`config.mk`:
```
export PLATFORM = sky130hd
export DESIGN_NAME = intr_dispatch
export DESIGN_NICKNAME = d
export VERILOG_FILES = /design/src/rtl/intr_pkg.sv /design/src/rtl/intr_nmi_gate.sv /design/src/rtl/intr_local_rx.sv /design/src/rtl/intr_dispatch.sv
export SDC_FILE = /design/constraint.sdc
export NUM_CORES = 1
export LEC_CHECK = 0
export BUFFER_PORTS_ARGS = -buffer_cell sky130_fd_sc_hd__buf_4
export CAP_MARGIN = 0
export CORE_UTILIZATION = 48
export DETAILED_ROUTE_END_ITERATION = 8
export PLACE_DENSITY = 0.78
export SYNTH_ARGS = -nofsm -noshare
export SYNTH_HDL_FRONTEND = slang
export SYNTH_SLANG_ARGS = --single-unit
export TNS_END_PERCENT = 50
```
`constraint.sdc`:
```
create_clock -name clk -period 1.9 [get_ports clk]
set_input_delay 0.285 -clock clk [delete_from_list [all_inputs] [get_ports clk]]
set_output_delay 0.285 -clock clk [all_outputs]
set_load 0.1 [all_outputs]
```
`src/rtl/intr_pkg.sv`:
```
package intr_pkg;

    typedef enum logic [1:0] {
        CLS_FAULT = 2'd0,
        CLS_TRAP  = 2'd1,
        CLS_ABORT = 2'd2,
        CLS_INTR  = 2'd3
    } evt_cls_e;

    typedef enum logic [1:0] {
        SRC_EXC = 2'd0,
        SRC_NMI = 2'd1,
        SRC_LOC = 2'd2,
        SRC_EXT = 2'd3
    } evt_src_e;

    localparam int unsigned VW = 8;
    localparam logic [VW-1:0] NMI_VEC     = 8'd2;
    localparam logic [VW-1:0] ARCH_TOP    = 8'd31;

    typedef struct packed {
        logic [VW-1:0] vec;
        evt_cls_e      cls;
        logic          has_err;
        logic          err_zero;
        evt_src_e      src;
    } evt_t;

    function automatic logic vec_reserved(input logic [VW-1:0] v);
        return (v == 8'd15) || (v >= 8'd21 && v <= ARCH_TOP);
    endfunction

    function automatic logic vec_has_err(input logic [VW-1:0] v);
        case (v)
            8'd8, 8'd10, 8'd11, 8'd12, 8'd13, 8'd14, 8'd17: return 1'b1;
            default: return 1'b0;
        endcase
    endfunction

    function automatic evt_cls_e vec_class(input logic [VW-1:0] v, input logic db_trap);
        if (v > ARCH_TOP || v == NMI_VEC) return CLS_INTR;
        case (v)
            8'd8, 8'd18: return CLS_ABORT;
            8'd3, 8'd4:  return CLS_TRAP;
            8'd1:        return db_trap ? CLS_TRAP : CLS_FAULT;
            default:     return CLS_FAULT;
        endcase
    endfunction

    function automatic evt_t mk_exc(input logic [VW-1:0] v, input logic db_trap);
        evt_t e;
        e.vec      = v;
        e.cls      = vec_class(v, db_trap);
        e.has_err  = vec_has_err(v);
        e.err_zero = (v == 8'd8) || (v == 8'd17);
        e.src      = SRC_EXC;
        return e;
    endfunction

    function automatic evt_t mk_irq(input logic [VW-1:0] v, input evt_src_e s);
        evt_t e;
        e.vec      = v;
        e.cls      = CLS_INTR;
        e.has_err  = 1'b0;
        e.err_zero = 1'b0;
        e.src      = s;
        return e;
    endfunction

endpackage

```
`src/rtl/intr_nmi_gate.sv`:
```
module intr_nmi_gate (
    input  logic clk,
    input  logic rst,
    input  logic nmi_edge,
    input  logic issue,
    input  logic done,
    output logic ready
);
    logic pend_q;
    logic block_q;

    always_ff @(posedge clk) begin
        if (rst) begin
            pend_q  <= 1'b0;
            block_q <= 1'b0;
        end else begin
            if (issue)    pend_q <= 1'b0;
            if (nmi_edge) pend_q <= 1'b1;
            if (issue)     block_q <= 1'b1;
            else if (done) block_q <= 1'b0;
        end
    end

    assign ready = pend_q && !block_q;
endmodule

```
`src/rtl/intr_local_rx.sv`:
```
module intr_local_rx #(
    parameter int unsigned VW      = 8,
    parameter int unsigned NPIN    = 2,
    parameter int unsigned MIN_VEC = 16
) (
    input  logic               clk,
    input  logic               rst,
    input  logic               msg_valid,
    input  logic [VW-1:0]      msg_vec,
    input  logic [NPIN-1:0]    pin_edge,
    input  logic [NPIN*VW-1:0] pin_vecs,
    input  logic               take,
    input  logic               clr,
    output logic               pend,
    output logic [VW-1:0]      pend_vec,
    output logic               illegal
);
    logic          cand_v;
    logic [VW-1:0] cand_vec;
    logic          cand_ok;

    // message first, then the highest-numbered pin
    always_comb begin
        cand_v   = msg_valid;
        cand_vec = msg_vec;
        if (!msg_valid) begin
            for (int i = 0; i < int'(NPIN); i++) begin
                if (pin_edge[i]) begin
                    cand_v   = 1'b1;
                    cand_vec = pin_vecs[i*VW +: VW];
                end
            end
        end
    end

    assign cand_ok = (cand_vec >= VW'(MIN_VEC));

    always_ff @(posedge clk) begin
        if (rst) begin
            pend     <= 1'b0;
            pend_vec <= '0;
            illegal  <= 1'b0;
        end else begin
            if (take) pend <= 1'b0;
            if (cand_v && cand_ok && !pend) begin
                pend     <= 1'b1;
                pend_vec <= cand_vec;
            end
            if (cand_v && !cand_ok) illegal <= 1'b1;
            else if (clr)           illegal <= 1'b0;
        end
    end
endmodule

```
`src/rtl/intr_dispatch.sv`:
```
module intr_dispatch
    import intr_pkg::*;
#(
    parameter int unsigned NPIN    = 2,
    parameter int unsigned MIN_LOC = 16
) (
    input  logic          clk,
    input  logic          rst,
    input  logic          exc_valid,
    input  logic [VW-1:0] exc_vec,
    input  logic          exc_db_trap,
    output logic          exc_ack,
    input  logic [1:0]    pin_in,
    input  logic          lctl_en,
    input  logic [VW-1:0] route0_vec,
    input  logic [VW-1:0] route1_vec,
    input  logic          msg_valid,
    input  logic [VW-1:0] msg_vec,
    input  logic          irq_en,
    input  logic          nmi_done,
    output logic          xfetch_req,
    input  logic          xfetch_ack,
    input  logic [VW-1:0] xfetch_vec,
    input  logic          illegal_clr,
    output logic          illegal_flag,
    output logic          out_valid,
    input  logic          out_ready,
    output logic [VW-1:0] out_vec,
    output logic [1:0]    out_cls,
    output logic          out_has_err,
    output logic          out_err_zero,
    output logic [1:0]    out_src
);
    localparam int unsigned PW = NPIN;

    logic [PW-1:0] pin_q;
    logic [PW-1:0] pin_rise;
    logic [PW-1:0] loc_edge;

    generate
        for (genvar g = 0; g < int'(PW); g++) begin : g_pin
            always_ff @(posedge clk) begin
                if (rst) pin_q[g] <= 1'b0;
                else     pin_q[g] <= pin_in[g];
            end
            assign pin_rise[g] = pin_in[g] && !pin_q[g];
            assign loc_edge[g] = lctl_en && pin_rise[g];
        end
    endgenerate

    logic          nmi_edge;
    logic          nmi_rdy;
    logic          ext_req;
    logic          loc_pend;
    logic [VW-1:0] loc_vec;
    logic          slot_free;
    logic          sel_exc, sel_nmi, sel_loc, sel_ext;
    evt_t          evt_q;

    assign nmi_edge = !lctl_en && pin_rise[1];
    assign ext_req  = !lctl_en && pin_in[0] && irq_en;

    assign slot_free = !out_valid && !xfetch_req;
    assign sel_exc   = slot_free && exc_valid;
    assign sel_nmi   = slot_free && !exc_valid && nmi_rdy;
    assign sel_loc   = slot_free && !exc_valid && !nmi_rdy && loc_pend;
    assign sel_ext   = slot_free && !exc_valid && !nmi_rdy && !loc_pend && ext_req;
    assign exc_ack   = sel_exc;

    intr_nmi_gate u_nmi (
        .clk      (clk),
        .rst      (rst),
        .nmi_edge (nmi_edge),
        .issue    (sel_nmi),
        .done     (nmi_done),
        .ready    (nmi_rdy)
    );

    intr_local_rx #(
        .VW      (VW),
        .NPIN    (PW),
        .MIN_VEC (MIN_LOC)
    ) u_loc (
        .clk       (clk),
        .rst       (rst),
        .msg_valid (msg_valid),
        .msg_vec   (msg_vec),
        .pin_edge  (loc_edge),
        .pin_vecs  ({route1_vec, route0_vec}),
        .take      (sel_loc),
        .clr       (illegal_clr),
        .pend      (loc_pend),
        .pend_vec  (loc_vec),
        .illegal   (illegal_flag)
    );

    always_ff @(posedge clk) begin
        if (rst) begin
            out_valid  <= 1'b0;
            xfetch_req <= 1'b0;
            evt_q      <= '0;
        end else begin
            if (out_valid && out_ready) out_valid <= 1'b0;
            if (sel_exc) begin
                if (!vec_reserved(exc_vec)) begin
                    out_valid <= 1'b1;
                    evt_q     <= mk_exc(exc_vec, exc_db_trap);
                end
            end else if (sel_nmi) begin
                out_valid <= 1'b1;
                evt_q     <= mk_irq(NMI_VEC, SRC_NMI);
            end else if (sel_loc) begin
                out_valid <= 1'b1;
                evt_q     <= mk_irq(loc_vec, SRC_LOC);
            end else if (sel_ext) begin
                xfetch_req <= 1'b1;
            end
            if (xfetch_req && xfetch_ack) begin
                xfetch_req <= 1'b0;
                out_valid  <= 1'b1;
                evt_q      <= mk_irq(xfetch_vec, SRC_EXT);
            end
        end
    end

    assign out_vec      = evt_q.vec;
    assign out_cls      = evt_q.cls;
    assign out_has_err  = evt_q.has_err;
    assign out_err_zero = evt_q.err_zero;
    assign out_src      = evt_q.src;
endmodule

```
==> impl_metrics.toml <==
[die]
die_w_um = 61.89
die_h_um = 61.89
io_pins = 71
num_rows = 21
start_util_pct = 50.79
die-area_um2 = 3830
core_area_um2 = 3390

[clocking]
insertion_delay_ns = 0.33
path_clk_slew_ns = 0.09
numCtsBuffers = 5
clockBufferDepth = 2
cts_tree = "built"
clock-sinks = 30
htreeDepth = 2
cts_root_buf = "clkbuf_4"
postCtsHoldBufs = 0

[power_and_ir_drop]
switchingPower_w = 0.0007353
pwr-share-seq_pct = 39.9
power.density_nw_per_um2 = 772.4
max-vdd-ir-drop_mv = 0.3317
finalPower_w = 0.001816
pwr-share-comb_pct = 40.7
sw_frac_of_total_pct = 40.49
leakage_nw = 1.008
clkPwrFrac_pct = 19.4
p_int_w = 0.001081

[logic_synthesis]
synth_adder_area_share_pct = 0
syn_avg_cell_area_um2 = 8.439
ys_seq_area_share_pct = 34.88
syn_nets = 257
synth_top_family_by_area = "compound AO/OA/AOI/OAI gates"
ys_types = 47
synth_flop_cell = "dfxtp_1"
synth_simple_gate_area_share_pct = 25.94
synth_compound_area_share_pct = 26.89
synthesis.yosys.warnings = 0
synth_area_um2 = 1722
synth_mux_area_share_pct = 6.468
synth-xor-area-share_pct = 0
ys_ff_latch = 30
synth_edf_count = 0
synth-async-reset-ratio_pct = 0
syn_inst = 204

[sta]
finalSetupTns_ns = 0
finalHoldViolCount = 0
finalSetupViolCount = 0
skew_ns = 0.01035
max_freq_ghz = 0.5745
timing.final.ws_setup_ns = 0.1595
period_share_pct = 91.61
slew_viol_final = 0
rsz0062_at_grt = "false"
period_minus_slack_ns = 1.741
tightest_slew_ns = 0.6131
relSlewSlack_pct = 59.10

[final_layout]
final_nets = 327
seq_area_um2 = 608.1
multiInputGateArea_um2 = 1022
area_growth_pct = 36.55
final_cell_area_um2 = 2351
diodes = 0
final_common_cell = "buf_4"
instances_no_fill = 321
final.fill_count = 284
final_layout_size_suffix_gt1_share_pct = 36.36
layout_common_cells = "75 x buf_4, 28 x dfxtp_1, 25 x nor2_1"

[routing]
dr.pass1.iters = 4
drt-total-wl_mm = 4.338
routedWlPerCell_um = 13.51
vias = 1800
drtIter0Drc = 125
ant_nets = 0
post-route-drc-count = 0
vias_per_cell = 5.607

[flow_run]
maxCapViolCount = 0

[worst_setup_path]
cp_num_buf_inv = 2
cp-start-kind = "flip-flop"
end_kind = "output pin"
max_stage_delay_ns = 0.37
critPathSlowestCell = "dfxtp_4"
crit_fanout = 9
crit_family = "buffers and inverters"
critPathRequiredTime_ns = 1.62
criticalPathCategory = "flip-flop to output pin"
path_cells = "nor2_2, buf_4, and2_2, buf_6"
cp.arrival_ns = 1.46

[grt]
grt_pass1_vias = 1570
grt_antenna_before_repair = 0
grt_max_degree = 29
gr-total-overflow = 0
grt_use_total_pct = 23.75
grt_pass1_wl_mm = 6.610

[placement]
gp_congestion = 0.9070
post-place-ws_ns = 0.001872
io_buffers = 70
dp_hpwl_mm = 3.346
dp.cells = 313
placed_cell_area_um2 = 2296

[min_path]
hold_path.class = "input port to flip-flop"

[status]
status = "completed"
==> path summary, 6_finish.rpt <==
check | to | startpoint | depth (start not counted) | slack (ns)
hold / removal | out_vec[5] | xfetch_vec[5] | 3 | 0.19
setup / recovery | exc_ack | xfetch_req | 4 | 0.16
setup reg to reg | out_vec[5] | u_nmi.pend_q | 5 | 0.18
hold reg to reg | u_nmi.pend_q | u_nmi.pend_q | 2 | 0.46
==> timing repair <==
| action | 4_1_cts | 5_1_grt |
|---|---|---|
| resized for setup | 1 | 2 |
| endpoints found under the setup margin | 1 | 2 |
| setup buffers | 0 | 0 |
==> worst reg2reg max path: stages (launching register included) <==
cell	delay (ns)
dfxtp_1	0.34
nor2b_1	0.17
nor3_1	0.09
or3_1	0.49
or4_1	0.50
nand3_1	0.08
==> sequential cells by signal, summed over array words and instances, names as in the netlist <==
signal,count
xfetch_req,1
u_loc.pend,1
u_loc.pend_vec,8
u_nmi.block_q,1
out_err_zero,1
out_vec,8
out_cls,2
u_nmi.pend_q,1
u_loc.illegal,1
out_valid,1
out_has_err,1
pin_q,2
out_src,2
==> logic make-up after synthesis <==
logic type             after synthesis
flip-flops                          30
AO/OA/AOI/OAI                       58
buffers and inverters               19
multiplexers                        11
AND/OR/NAND/NOR                     86
==> metal layers <==
layer,up-vias,routed length (um),GRT usage [%]
met2,73,2007,39.94
met5,-,0,0
met3,5,276,6.418
met4,0,46,8.571
met1,814,2007,29.13
li1,908,-,-
==> layout make-up <==
type,instances,share of cell area (%)
clock buffer,6,1.756
multi-input combinational,155,43.48
inverter,5,0.7983
tap,46,2.448
clock inverter,2,0.3725
sequential,30,25.86
timing repair buffer,77,25.28
==> power groups by stage <==
stage / Sequential (W) / Combinational [W] / Clock (W)
after floorplan: 0.000984 / 0.000281 / 0
after global placement: 0.000738 / 0.000727 / 0
after detailed placement: 0.000740 / 0.000735 / 0
after CTS: 0.000725 / 0.000738 / 0.000367
after global routing: 0.000732 / 0.000784 / 0.000391
final: 0.000725 / 0.000739 / 0.000352
==> per-stage QoR <==
| step | utilization, % | hold WS [ns] |
|---|---|---|
| after global placement | 67.74 | 0.4449 |
| after floorplan | - | 0.4132 |
| after CTS | 69.32 | 0.1779 |
| after detailed placement | 67.74 | 0.4515 |
| after global routing | 69.36 | 0.2006 |
| final | 69.36 | 0.1932 |
==> cell usage after synthesis, drive strengths merged, types with 3 or more instances <==
cell type	instances	area, um^2
nand3b	4	30.03
a21oi	11	55.05
buf	9	62.55
and2	3	18.77
nand2	17	63.81
dfxtp	30	600.6
a222oi	5	50.05
nor4	5	31.28
inv	5	18.77
a211oi	9	102.6
nor2	26	100.1
nand3	5	30.03
o21ai	11	70.07
clkbuf	5	18.77
mux2i	10	100.1
nor3	5	25.02
nor2b	6	40.04
o221ai	5	43.79
nand2b	6	37.54
a32o	3	30.03
(Power assumes the default switching activity.)
